File: src/rtl/tmr_pkg.sv
package tmr_pkg;
  typedef enum logic [1:0] {
    MODE_HALT   = 2'b00,
    MODE_PERIOD = 2'b01,
    MODE_FREE   = 2'b10,
    MODE_TRI    = 2'b11
  } tmrMode_e;

  typedef struct packed {
    logic tick;
    logic clear;
  } tmrStrobe_t;
endpackage

File: src/rtl/tmr_ctrl.sv
module tmr_ctrl
  import tmr_pkg::*;
#(
  parameter int NUM_SRC = 4,
  parameter int SEL_W   = 2,
  parameter int PRE_W   = 3
) (
  input  logic               clk,
  input  logic               rstN,
  input  logic [NUM_SRC-1:0] tickSrc,
  input  logic [SEL_W-1:0]   srcSel,
  input  logic [1:0]         divSel,
  input  tmrMode_e           mode,
  input  logic               clrReq,
  output tmrStrobe_t         st
);
  logic             srcTick;
  logic             running;
  logic [PRE_W-1:0] preCnt;
  logic [PRE_W-1:0] preLim;

  assign srcTick = tickSrc[srcSel];
  assign running = (mode != MODE_HALT);
  // divide-by-2^divSel needs a terminal value of 2^divSel - 1
  assign preLim  = ~({PRE_W{1'b1}} << divSel);

  always_comb begin
    st.clear = clrReq;
    st.tick  = running && srcTick && !clrReq && (preCnt >= preLim);
  end

  always_ff @(posedge clk) begin
    if (!rstN || clrReq)            preCnt <= '0;
    else if (running && srcTick)    preCnt <= st.tick ? '0 : preCnt + 1'b1;
  end

  // with a divider above one, divided ticks are never adjacent
  assert_tick_spacing_R5: assert property (@(posedge clk) disable iff (!rstN)
    (st.tick && divSel != 2'b00) |=> (!st.tick || divSel == 2'b00));

  // halted mode produces no divided tick
  assert_halt_no_tick_R1: assert property (@(posedge clk) disable iff (!rstN)
    (mode == MODE_HALT) |-> !st.tick);
endmodule

File: src/rtl/tmr_dp.sv
module tmr_dp
  import tmr_pkg::*;
#(
  parameter int CNT_W = 16
) (
  input  logic             clk,
  input  logic             rstN,
  input  tmrStrobe_t       st,
  input  tmrMode_e         mode,
  input  logic [CNT_W-1:0] period,
  input  logic             ovfClr,
  output logic [CNT_W-1:0] count,
  output logic             countDown,
  output logic             periodEq,
  output logic             ovfFlag
);
  localparam logic [CNT_W-1:0] CNT_MAX = {CNT_W{1'b1}};
  localparam logic [CNT_W-1:0] CNT_ONE = {{(CNT_W-1){1'b0}}, 1'b1};

  logic [CNT_W-1:0] cntNext;
  logic             dirNext;
  logic             ovfEvent;

  always_comb begin
    cntNext  = count;
    dirNext  = countDown;
    ovfEvent = 1'b0;
    if (st.clear) begin
      cntNext = '0;
      dirNext = 1'b0;
    end else begin
      if (mode != MODE_TRI) dirNext = 1'b0;
      if (st.tick) begin
        unique case (mode)
          MODE_PERIOD: begin
            if (count >= period) begin
              cntNext  = '0;
              ovfEvent = 1'b1;
            end else begin
              cntNext = count + 1'b1;
            end
          end
          MODE_FREE: begin
            cntNext  = count + 1'b1;
            ovfEvent = (count == CNT_MAX);
          end
          MODE_TRI: begin
            if (period == '0) begin
              cntNext = '0;
              dirNext = 1'b0;
            end else if (countDown) begin
              if (count == '0) begin
                dirNext = 1'b0;
              end else begin
                cntNext = count - 1'b1;
                if (count == CNT_ONE) begin
                  dirNext  = 1'b0;
                  ovfEvent = 1'b1;
                end
              end
            end else if (count >= period) begin
              cntNext = count - 1'b1;
              dirNext = 1'b1;
            end else begin
              cntNext = count + 1'b1;
              if (count + 1'b1 == period) dirNext = 1'b1;
            end
          end
          default: ;
        endcase
      end
    end
  end

  always_ff @(posedge clk) begin
    if (!rstN) begin
      count     <= '0;
      countDown <= 1'b0;
      ovfFlag   <= 1'b0;
    end else begin
      count     <= cntNext;
      countDown <= dirNext;
      if (ovfEvent)    ovfFlag <= 1'b1;
      else if (ovfClr) ovfFlag <= 1'b0;
    end
  end

  assign periodEq = st.tick && (count == period);

  assert_hold_idle_R1: assert property (@(posedge clk) disable iff (!rstN)
    (!st.tick && !st.clear) |=> (count == $past(count)));

  assert_clear_zero_R7: assert property (@(posedge clk) disable iff (!rstN)
    st.clear |=> (count == '0 && !countDown));

  assert_free_wrap_R3: assert property (@(posedge clk) disable iff (!rstN)
    (st.tick && !st.clear && mode == MODE_FREE && count == CNT_MAX)
      |=> (count == '0 && ovfFlag));

  assert_dir_up_R10: assert property (@(posedge clk) disable iff (!rstN)
    (mode != MODE_TRI) |=> !countDown);

  assert_flag_sticky_R8: assert property (@(posedge clk) disable iff (!rstN)
    (ovfFlag && !ovfClr) |=> ovfFlag);
endmodule

File: src/rtl/tmr_core.sv
module tmr_core
  import tmr_pkg::*;
#(
  parameter int CNT_W   = 16,
  parameter int NUM_SRC = 4,
  parameter int MAX_DIV_LOG = 3,
  localparam int SEL_W  = $clog2(NUM_SRC)
) (
  input  logic               clk,
  input  logic               rstN,
  input  logic [NUM_SRC-1:0] tickSrc,
  input  logic [SEL_W-1:0]   srcSel,
  input  logic [1:0]         divSel,
  input  logic [1:0]         runMode,
  input  logic               clrReq,
  input  logic               ovfIntEn,
  input  logic               ovfClr,
  input  logic [CNT_W-1:0]   period,
  output logic [CNT_W-1:0]   count,
  output logic               countDown,
  output logic               periodEq,
  output logic               ovfFlag,
  output logic               ovfIrq
);
  tmrStrobe_t strobes;
  tmrMode_e   mode;

  assign mode = tmrMode_e'(runMode);

  tmr_ctrl #(.NUM_SRC(NUM_SRC), .SEL_W(SEL_W), .PRE_W(MAX_DIV_LOG)) u_ctrl (
    .clk(clk), .rstN(rstN), .tickSrc(tickSrc), .srcSel(srcSel),
    .divSel(divSel), .mode(mode), .clrReq(clrReq), .st(strobes)
  );

  tmr_dp #(.CNT_W(CNT_W)) u_dp (
    .clk(clk), .rstN(rstN), .st(strobes), .mode(mode), .period(period),
    .ovfClr(ovfClr), .count(count), .countDown(countDown),
    .periodEq(periodEq), .ovfFlag(ovfFlag)
  );

  assign ovfIrq = ovfFlag & ovfIntEn;
endmodule

File: config.mk
export PLATFORM = sky130hd
export DESIGN_NAME = tmr_core
export DESIGN_NICKNAME = d
export VERILOG_FILES = /design/src/rtl/tmr_pkg.sv /design/src/rtl/tmr_ctrl.sv /design/src/rtl/tmr_dp.sv /design/src/rtl/tmr_core.sv
export SDC_FILE = /design/constraint.sdc
export NUM_CORES = 1
export LEC_CHECK = 0
export BUFFER_PORTS_ARGS = -buffer_cell sky130_fd_sc_hd__buf_2
export CELL_PAD_IN_SITES_DETAIL_PLACEMENT = 0
export CELL_PAD_IN_SITES_GLOBAL_PLACEMENT = 2
export CORE_UTILIZATION = 33
export DETAILED_ROUTE_END_ITERATION = 12
export PLACE_DENSITY_LB_ADDON = 0.1
export SLEW_MARGIN = 20
export SYNTH_ARGS = -nofsm -noshare
export SYNTH_HDL_FRONTEND = slang
export SYNTH_SLANG_ARGS = --single-unit
export TNS_END_PERCENT = 20
File: constraint.sdc
create_clock -name clk -period 3.75 [get_ports clk]
set_input_delay 0.9375 -clock clk [delete_from_list [all_inputs] [get_ports clk]]
set_output_delay 0.9375 -clock clk [all_outputs]
set_load 0.01 [all_outputs]
==> summary.md, run 1 <==
| Metric | Value |
|---|---|
| Status | finished clean |
| Delay-heaviest family, CP | simple AND/OR/NAND/NOR gates |
| Seq/Total Area, Yosys | 14.9% |
| Hold Path Stages | 2 |
| # DRC | 0 |
| CP startpoint kind | input pin |
| Synthesis warning total | 0 |
| Post-synth EDFFs | 0 |
| WP data required | 2810 ps |
| Area grow syn2layout | 16.4% |
| Num CTS Buffers | 3 |
| Post-synth top area share | 14.9% |
| Largest net degree at the start of global routing | 17 |
| Most used cell, CP | buf_2 |
| Crit-path slowest cell | nor4_4 |
| GRT Overall Usage | 22.3% |
| Register-to-register setup slack | 770 ps |
| Fmax | 0.287 GHz |
| Worst rel slew slack | 63.0% |
| Fin crit share | 93.0% |
| Iteration-0 DRC Markers | 157 |
| Post-CTS Resized | 0 |
| CTS H-tree depth | 1 |
| Post-CTS setup buffers | 0 |
| N_diodes | 0 |
| Clk slew on worst S/H paths | 110 ps |
| Reg2Reg Depth | 10 |
| Port Buffers | 50 |
| Max-cap violations | 0 |
| Core area | 8260 um^2 |
| Min Hold Slack | 493 ps |
| Multi-input gate area | 2180 um^2 |
| Synthesized Nets | 423 |
| Synthesis-stage register bit count | 21 |
| Cell with the most instances after synthesis | nor2_1 |
| Cts-stage hold buffer count | 0 |
| Clk Tree Root Cell | clkbuf_8 |
| Post-route ant nets | 0 |
| Crit. End Element | output port |
| Unrepaired setup endpoints after global routing | no |
| Synth area leaders | dfxtp_1 (15%), ha_1 (11%), xnor2_1 (5.9%), mux2i_1 (4.6%), nor2_1 (3.8%) |
| Vias per cell | 5.49 |
| Worst Tran Pin Value | 549 ps |
| Dpl hpwl | 7430 um |
| Fin. Hold Viols | 0 |
| Die Footprint | 8950 um^2 |
| Largest area contributor in the netlist | dfxtp_1 |
| CP Class | in -> out |
| WL/cell | 18.2 um |
| Clock Tree Buf Depth | 2 |
| Critical path cell sequence | buf_2 -> or2_2 -> ha_1 -> nand2b_1 -> a211oi_1 -> buf_4 -> nor4_4 -> and3_1 -> buf_2 |
| Pwr Density | 159 nW/um^2 |
| FFs w/ async S/R, synth | 0% |
| Maximum vdd drop | 0.0949 mV |
| Nets | 477 |
| Register area | 420 um^2 |
| Worst Path Buf+Inv | 3 |
| Starting Density | 34.3% |
| Worst Path Max Fanout | 3 |
| Endpoints failing setup | 0 |
| CP Depth | 9 |
| GR Overflow Total | 0 |
| I/O pin cnt | 51 |
| Clock tree sinks | 21 |
| Fillers | 902 |
| Commonest cells post-synth | nor2_1 (29), ha_1 (24), nand2_1 (23), inv_1 (22) |
| Die H | 94.6 um |
| Syn_area_per_cell | 7.69 um^2 |
| Worst-Skew Late Latency | 280 ps |
| Vias in the first global route | 2779 |
| 1st-pass router iterations | 5 |
| GPL Wtd Cong | 0.791 |
| Min Tclk post-route | 3490 ps |
| Final Max Tran Viols | 0 |
| CTS tree | done |
| Cell area after synthesis | 2830 um^2 |
| Synth cell types | 61 |
| CP max stage delay | 300 ps |
| Mapped Cells | 368 |
| Hold WC Path Type | reg -> reg |
| Rows | 33 |
| DRT Wirelength | 9580 um |
| Die W | 94.6 um |
| Layout cells sized above 1 | 22.8% |
| Static leakage | 1.51 nW |
| Clk_skew | 8.25 ps |
| Initial antenna violation count | 0 |
| First-pass GRT wire length | 15100 um |
| Vias post-DR | 2886 |
| Setup TNS | 0 ps |
| Most used flip-flop cell after synthesis | dfxtp_1 |
| Arrival @ worst endpoint | 2550 ps |
==> placed cells by master, fill, tap and decap left out, drive strengths merged, types with 4 or more instances in the layout <==
master,netlist,layout
nor4,9,9
dfxtp,21,21
nor2,29,29
o211ai,8,8
nand3,24,24
nand4,8,8
and2,4,4
ha,24,24
or3,5,5
mux2i,13,13
a21oi,18,18
xor2,12,12
buf,15,72
o21ai,23,23
nand2,24,24
and3,8,8
nand2b,5,5
xnor2,19,19
nor3,18,18
inv,22,22
==> cell type report <==
type | instances | area share (%)
sequential | 21 | 12.8
tap | 105 | 3.99
clock inverter | 1 | 0.228
clock buffer | 3 | 1.25
timing repair buffer | 72 | 13.0
multi-input combinational | 302 | 66.3
inverter | 22 | 2.51
==> cell families after synthesis <==
| group | Yosys count | synth area share (%) |
|---|---|---|
| compound gates | 80 | 19.4 |
| xor+xnor | 31 | 9.59 |
| fa+ha+maj | 24 | 10.6 |
| buf+inv | 45 | 8.05 |
| flops | 21 | 14.9 |
| mux | 15 | 5.79 |
| simple gates | 152 | 31.7 |
==> sequential cells by signal, indices dropped and copies added (netlist names) <==
register and cells:
u_dp.count 16, u_ctrl.preCnt 3, u_dp.countDown 1, u_dp.ovfFlag 1
==> power by group <==
group | switching (W) | internal, W
logic | 0.0000695 | 0.0000491
registers | 0.00000174 | 0.000224
clock network | 0.000103 | 0.0000756
==> metrics by stage <==
stage	util (%)	instances	setup WS, ps	total power [W]	area, um^2
final	39.9	526	264	0.000523	3290
after floorplan	-	368	396	0.000299	2830
after global placement	39.3	522	203	0.000349	3240
after global routing	39.9	526	163	0.000552	3290
after CTS	39.9	526	242	0.000529	3290
after detailed placement	39.3	522	175	0.000349	3240
==> worst min-delay path, cell delays in order, from the launching register on <==
cell and delay [ps]:
dfxtp_1 330, nand3b_1 80, nand2_1 50
==> metal layers <==
metal  wire length [um]  up-vias  global-route usage (%)  part of all wire [%]
li1                   -     1459                       -                     -
met1               4600     1330                    31.0                    48
met2               4390       87                    37.0                    46
met3                464       10                    1.93                   4.8
met4                128        0                    5.18                   1.3
met5                  0        -                       0                     0
==> final timing paths <==
check / from / end
hold reg to reg: u_dp.ovfFlag / u_dp.ovfFlag
setup reg to reg: u_dp.count[1] / u_dp.count[7]
setup / recovery: divSel[1] / periodEq
hold / removal: u_dp.ovfFlag / u_dp.ovfFlag
Note: power is estimated with default switching activity, not from simulation.
==> run 2: changes to the inputs <==
--- a/config.mk
+++ b/config.mk
@@ -5,10 +5,11 @@
 export SDC_FILE = /design/constraint.sdc
 export NUM_CORES = 1
 export LEC_CHECK = 0
+export ABC_AREA = 1
 export BUFFER_PORTS_ARGS = -buffer_cell sky130_fd_sc_hd__buf_2
 export CELL_PAD_IN_SITES_DETAIL_PLACEMENT = 0
 export CELL_PAD_IN_SITES_GLOBAL_PLACEMENT = 2
-export CORE_UTILIZATION = 33
+export CORE_UTILIZATION = 30
 export DETAILED_ROUTE_END_ITERATION = 12
 export PLACE_DENSITY_LB_ADDON = 0.1
 export SLEW_MARGIN = 20
==> run 2 against run 1 <==
  * Non-clock buffer count fell by 16
  * Utilization fell by 5.0 points
  * First-iteration DRC count fell by 17%
  * Power rose by 11%
  * Clock power barely moved
  * Area after synthesis rose by 6.3%
  * Sequential power rose by 4%
  * Synthesized cell count rose by 40%
  * Critical path type unchanged
  * Largest power group unchanged
  * Highest routed layer unchanged
==> summary.md, run 2 <==
| Metric | Value |
|---|---|
| CP Class | in -> out |
| Post-layout util | 34.9% (-5.0 points) |
| Delay-heaviest family, CP | simple AND/OR/NAND/NOR gates |
| Static leakage | 1.79 nW (+19%) |
| GR Overflow Total | 0 (unchanged) |
| Synthesized Nets | 569 (+35%) |
| 1st-pass router iterations | 6 (+1) |
| CTS H-tree depth | 1 (unchanged) |
| Num CTS Buffers | 3 (unchanged) |
| Rows | 36 (+9.1%) |
| Worst Tran Pin Value | 552 ps (+2.67 ps) |
| Worst-Skew Late Latency | 280 ps (about the same) |
| Starting Density | 30.9% (-3.3 points) |
| Vias post-DR | 3350 (+16%) |
| Largest area contributor in the netlist | nand2_1 |
| Synthesis-stage register bit count | 21 (unchanged) |
| Synth cell types | 41 (-33%) |
| R2R Path Start | u_dp.count[5] |
| Core area | 9730 um^2 (+18%) |
| N_diodes | 0 (unchanged) |
| FFs w/ async S/R, synth | 0% (unchanged) |
| Most common cell after layout, fill and taps aside | nand2_1 |
| Hold WC Path Type | reg -> reg |
| Largest net degree at the start of global routing | 26 (+9) |
| Final Max Tran Viols | 0 (unchanged) |
| Post-synth EDFFs | 0 (unchanged) |
| CTS tree | done |
| Worst Path Buf+Inv | 3 (unchanged) |
| Min Tclk post-route | 3230 ps (-252 ps) |
| Area grow syn2layout | 12.9% |
| Commonest cells post-synth | nand2_1 (131), nor2_1 (67), nand3_1 (59), inv_1 (54), a21oi_1 (30) |
| Syn_area_per_cell | 5.85 um^2 (-24%) |
| Die W | 102 um (+8.0%) |
| Total Power | 0.000580 W (+11%) |
| DRT Wirelength | 10500 um (+9.9%) |
| Fmax | 0.309 GHz (+7.8%) |
| Largest register FFs | 16 (unchanged) |
| CP max stage delay | 290 ps (about the same) |
| Post-CTS setup buffers | 0 (unchanged) |
| Synthesis warning total | 0 (unchanged) |
| Final setup margin | 516 ps (+252 ps) |
| Post-CTS Resized | 0 (unchanged) |
| Cell area after synthesis | 3010 um^2 (+6.3%) |
| GPL Wtd Cong | 0.842 (+6.5%) |
| # DRC | 0 (unchanged) |
| I/O pin cnt | 51 (unchanged) |
| First-pass GRT wire length | 16500 um (+9.2%) |
| Post-Place Cell Area | 3350 um^2 (+3.3%) |
| Most used cell, CP | buf_2 |
| Iteration-0 DRC Markers | 130 (-17%) |
| Regs by FF count | u_dp.count: 16 flops, u_ctrl.preCnt: 3 flops |
| Crit. End Element | output port |
| Die Footprint | 10400 um^2 (+17%) |
| Arrival @ worst endpoint | 2300 ps (-250 ps) |
| GRT Overall Usage | 21.0% (-1.3 points) |
| Unrepaired setup endpoints after global routing | no |
| Hold Startpoint | u_dp.ovfFlag |
| Initial antenna violation count | 0 (unchanged) |
| Synth area leaders | nand2_1 (16%), dfxtp_1 (14%), ha_1 (10%), nand3_1 (9.8%), nor2_1 (8.4%) |
| Fin crit share | 86.2% (-6.7 points) |
| Endpoints failing setup | 0 (unchanged) |
| Maximum vdd drop | 0.132 mV (+39%) |
| Dpl hpwl | 8530 um (+15%) |
| Critical path cell sequence | buf_2 -> inv_1 -> ha_1 -> nand2_1 -> nor2_1 -> nand4_1 -> nor3_1 -> buf_2 |
| Clock Tree Buf Depth | 2 (unchanged) |
| Worst Path Max Fanout | 3 (unchanged) |
| Most used flip-flop cell after synthesis | dfxtp_1 |
| Vias in the first global route | 3046 (+9.6%) |
| Clk Tree Root Cell | clkbuf_8 |
| Cell with the most instances after synthesis | nand2_1 |
| Post-route ant nets | 0 (unchanged) |
| Post-route cell area | 3400 um^2 (+3.2%) |
| Post-synth top area share | 16.3% (+1.5 points) |
| Mapped Cells | 514 (+40%) |
| CP startpoint kind | input pin |
| Commonest cells after routing, fill and taps aside | nand2_1 (131), nor2_1 (67), nand3_1 (59), inv_1 (54), buf_2 (50) |
| Max-cap violations | 0 (unchanged) |
| Cts-stage hold buffer count | 0 (unchanged) |
| Largest reg by FF count | u_dp.count |
| Clock tree sinks | 21 (unchanged) |
| Seq/Total Area, Yosys | 14.0% (-0.88 points) |
| Worst rel slew slack | 63.1% (+0.070 points) |
| Die H | 102 um (+8.0%) |
| Status | finished clean |
| Pwr Density | 171 nW/um^2 (+7.6%) |
| Clk_skew | 6.54 ps (-1.71 ps) |
| Port Buffers | 50 (unchanged) |
| Nets | 615 (+29%) |
| Fin. Hold Viols | 0 (unchanged) |
| Layout cells sized above 1 | 17.9% (-4.9 points) |
| Clk slew on worst S/H paths | 110 ps (about the same) |
| Crit. Startpoint | period[11] |
| Pre-CTS setup slack | 493 ps (+317 ps) |
| WP data required | 2810 ps (about the same) |
| Crit-path slowest cell | ha_1 |
| Vias per cell | 4.84 (-12%) |
| Setup TNS | 0 ps (unchanged) |
| WL/cell | 15.2 um (-16%) |
run 2: cell types whose count changed in the layout (fill, tap and decap cells not counted), moves of 8 or more:
cell     delta
a21oi_1    +12
and3_1      -8
buf_4      -15
inv_1      +32
inv_2       +9
mux2i_1    -13
nand2_1   +108
nand3_1    +38
nor2_1     +38
nor3_1     -11
o21ai_1    +19
xnor2_1    -18
run 2: final timing paths:
kind / cells past startpoint / slack (ps) / endpoint
worst min-delay path: 2 / 490 / u_dp.ovfFlag
worst min register to register: 2 / 490 / u_dp.ovfFlag
worst max-delay path: 8 / 520 / periodEq
worst max register to register: 11 / 1110 / u_dp.count[4]
run 2: cell type report:
cell class	instances	area [um^2]
fillers	1154	6330
multi-input cells	414	2230
flip-flops and latches	21	420
repair buffers	56	295
inverters	64	243
well taps	133	166
clock buffers	3	41.3
clock inverters	1	5.00
run 2: power by group:
| part | total, W | internal [W] | switching, W |
|---|---|---|---|
| logic | 0.000166 | 0.0000629 | 0.000103 |
| registers | 0.000235 | 0.000226 | 0.00000885 |
| clock network | 0.000179 | 0.0000748 | 0.000104 |
| total | 0.000580 | 0.000364 | 0.000216 |
run 2: logic make-up (layout without fill, tap and decap cells):
kind of cell	Yosys count	in the layout	share of synthesized area, %
AND/OR/NAND/NOR	303	303	46.5
buffers and inverters	79	124	12.0
AO/OA/AOI/OAI	74	74	13.3
adder cells (fa/ha/maj)	24	24	9.98
flip-flops	21	21	14.0
XOR/XNOR	13	13	4.28
run 2: worst reg2reg max path, cell delays in order, from the launching register on:
cell and delay (ps):
dfxtp_1 660, ha_1 350, nand2_1 70, nor2_1 60
nand4_1 130, o21ai_0 90, nor2_1 190, nand3_1 210
inv_1 420, nand3_1 130, a21oi_1 180, nor2_1 50
run 2: routing by layer:
metal	GRT usage, %	vias to the layer above	share of wire (%)
li1	-	1773	-
met1	28.6	1514	48
met2	36.7	59	48
met3	2.12	4	3.6
met5	0	-	0
met4	2.42	0	0.76
run 2: stage by stage:
stage                     hold WS [ps]  std cells
after floorplan                    436        514
after global placement             473        688
after detailed placement           483        688
after CTS                          499        692
after global routing               527        692
final                              493        692
==> run 3: changes to the inputs <==
==> constraint.sdc (replaced) <==
create_clock -name clk -period 3.7 [get_ports clk]
set_input_delay 0.925 -clock clk [delete_from_list [all_inputs] [get_ports clk]]
set_output_delay 0.925 -clock clk [all_outputs]
set_load 0.01 [all_outputs]
==> run 3 against run 2 <==
  * Clock power is 2% lower
  * First-iteration DRC count is 7.7% higher
  * Setup slack worse by 12 ps
  * Critical path type unchanged
  * Global-route usage is 0.24 points higher
  * Critical path depth stayed put
  * Sequential power hardly changed
  * Sequential share of layout area hardly changed
==> summary.md, run 3 (synthesized netlist as in run 2, its figures left out) <==
| Metric | Value |
|---|---|
| Hold WC Path Type | reg -> reg |
| Rows | 36 (unchanged) |
| Worst-Skew Late Latency | 280 ps (about the same) |
| Clk slew on worst S/H paths | 90 ps (-20 ps) |
| Post-route ant nets | 0 (unchanged) |
| # DRC | 0 (unchanged) |
| Cts-stage hold buffer count | 0 (unchanged) |
| Clk Tree Root Cell | clkbuf_8 |
| Regs by FF count | u_dp.count: 16 flops, u_ctrl.preCnt: 3 flops |
| Most common cell after layout, fill and taps aside | nand2_1 |
| Total Power | 0.000581 W (+0.10%) |
| Clk_skew | 4.60 ps (-1.94 ps) |
| Die W | 102 um (unchanged) |
| GPL Wtd Cong | 0.859 (+2.0%) |
| Unrepaired setup endpoints after global routing | no |
| Status | finished clean |
| GR Overflow Total | 0 (unchanged) |
| Pwr Density | 171 nW/um^2 (+0.14%) |
| Layout cells sized above 1 | 17.7% (-0.18 points) |
| Fin crit share | 86.4% |
| Crit-path slowest cell | ha_1 |
| Commonest cells after routing, fill and taps aside | nand2_1 (131), nor2_1 (67), nand3_1 (59), inv_1 (54), buf_2 (50) |
| Register area | 420 um^2 (unchanged) |
| Iteration-0 DRC Markers | 140 (+7.7%) |
| Delay-heaviest family, CP | simple AND/OR/NAND/NOR gates |
| Vias per cell | 4.88 (+0.72%) |
| Initial antenna violation count | 0 (unchanged) |
| Worst rel slew slack | 63.0% (-0.097 points) |
| WL/cell | 15.1 um (-0.63%) |
| Multi-input gate area | 2230 um^2 (unchanged) |
| Vias in the first global route | 3103 (+1.9%) |
| First-pass GRT wire length | 16700 um (+1.3%) |
| Dpl hpwl | 8470 um (-0.63%) |
| CTS tree | done |
| Post-CTS Resized | 0 (unchanged) |
| Worst Path Buf+Inv | 3 (unchanged) |
| WP data required | 2770 ps (-40 ps) |
| CP max stage delay | 300 ps (about the same) |
| Critical path cell sequence | buf_2 -> inv_1 -> ha_1 -> nand2_1 -> nor2_1 -> nand4_1 -> nor3_1 -> buf_2 |
| Final Max Tran Viols | 0 (unchanged) |
| Largest reg by FF count | u_dp.count |
| CP Class | in -> out |
| Max-cap violations | 0 (unchanged) |
| Largest register FFs | 16 (unchanged) |
| Num CTS Buffers | 3 (unchanged) |
| Die Footprint | 10400 um^2 (unchanged) |
| Die H | 102 um (unchanged) |
| Worst Path Max Fanout | 3 (unchanged) |
| Starting Density | 30.9% (unchanged) |
| Static leakage | 1.79 nW (-0.15%) |
| N_diodes | 0 (unchanged) |
| CTS H-tree depth | 1 (unchanged) |
| Fillers | 1161 (+0.61%) |
| Arrival @ worst endpoint | 2270 ps (-30 ps) |
| Fmax | 0.313 GHz |
| Nets | 615 (unchanged) |
| Largest net degree at the start of global routing | 26 (unchanged) |
| Endpoints failing setup | 0 (unchanged) |
| GRT Overall Usage | 21.2% (+0.24 points) |
| Setup TNS | 0 ps (unchanged) |
| Min Tclk post-route | 3200 ps |
| Clock tree sinks | 21 (unchanged) |
| Worst Tran Pin Value | 553 ps (+1.45 ps) |
| Post-CTS setup buffers | 0 (unchanged) |
| Port Buffers | 50 (unchanged) |
| Most used cell, CP | buf_2 |
| Maximum vdd drop | 0.150 mV (+13%) |
| Crit. End Element | output port |
| Min Hold Slack | 479 ps (-14.1 ps) |
| Clock Tree Buf Depth | 2 (unchanged) |
| Vias post-DR | 3374 (+0.72%) |
| 1st-pass router iterations | 4 (-2) |
| Fin. Hold Viols | 0 (unchanged) |
| Area grow syn2layout | 12.9% (about the same) |
| CP startpoint kind | input pin |
| DRT Wirelength | 10500 um (-0.63%) |
| Core area | 9730 um^2 (unchanged) |
| I/O pin cnt | 51 (unchanged) |
[run 3: changes by cell type in the layout (fill, tap and decap cells not counted), sizes merged]
cell    delta
clkbuf     +1
clkinv     -1
[run 3: worst register-to-register path: cells and delay by family, from the launching register on]
| kind | cells | cell delay, ps |
|---|---|---|
| AOI/OAI and AO/OA | 2 | 280 |
| adders and majority gates | 1 | 320 |
| buffers and inverters | 1 | 430 |
| DFF | 1 | 580 |
| and+or+nand+nor | 7 | 930 |
[run 3: metal layers]
layer	vias up	routed length [um]	share of wire, %	global-route usage, %
met2	58	4840	46	36.1
li1	1770	-	-	-
met5	-	0	0	0
met3	6	305	2.9	2.05
met1	1540	5230	50	29.5
met4	0	88	0.84	3.30
[run 3: report_power, final]
group	internal, W	total (W)	leakage, nW	switching (W)
sequential	0.000229	0.000238	0.169	0.00000909
combinational	0.0000636	0.000168	1.59	0.000104
clock	0.0000773	0.000175	0.0228	0.0000973
total	0.000370	0.000581	1.79	0.000210
[run 3: layout make-up]
cell class / instances / share of cell area, %
clock buffer: 4 / 1.33
timing repair buffer: 56 / 8.69
sequential: 21 / 12.4
multi-input combinational: 414 / 65.6
inverter: 64 / 7.15
tap: 133 / 4.90
[run 3: path summary, 6_finish.rpt]
path | depth (start not counted) | slack [ps] | to | start
hold / removal | 2 | 480 | u_dp.ovfFlag | u_dp.ovfFlag
setup / recovery | 8 | 500 | periodEq | period[11]
setup reg to reg | 11 | 1070 | u_dp.count[3] | u_dp.count[10]
hold reg to reg | 2 | 480 | u_dp.ovfFlag | u_dp.ovfFlag
[run 3: stage by stage]
stage	std cells	utilization [%]	area [um^2]	worst slack (ps)
final	692	34.9	3400	504
after global routing	692	34.9	3400	345
after CTS	692	34.9	3400	465
after detailed placement	688	34.5	3350	466
after global placement	688	34.5	3350	455
after floorplan	514	-	3010	779
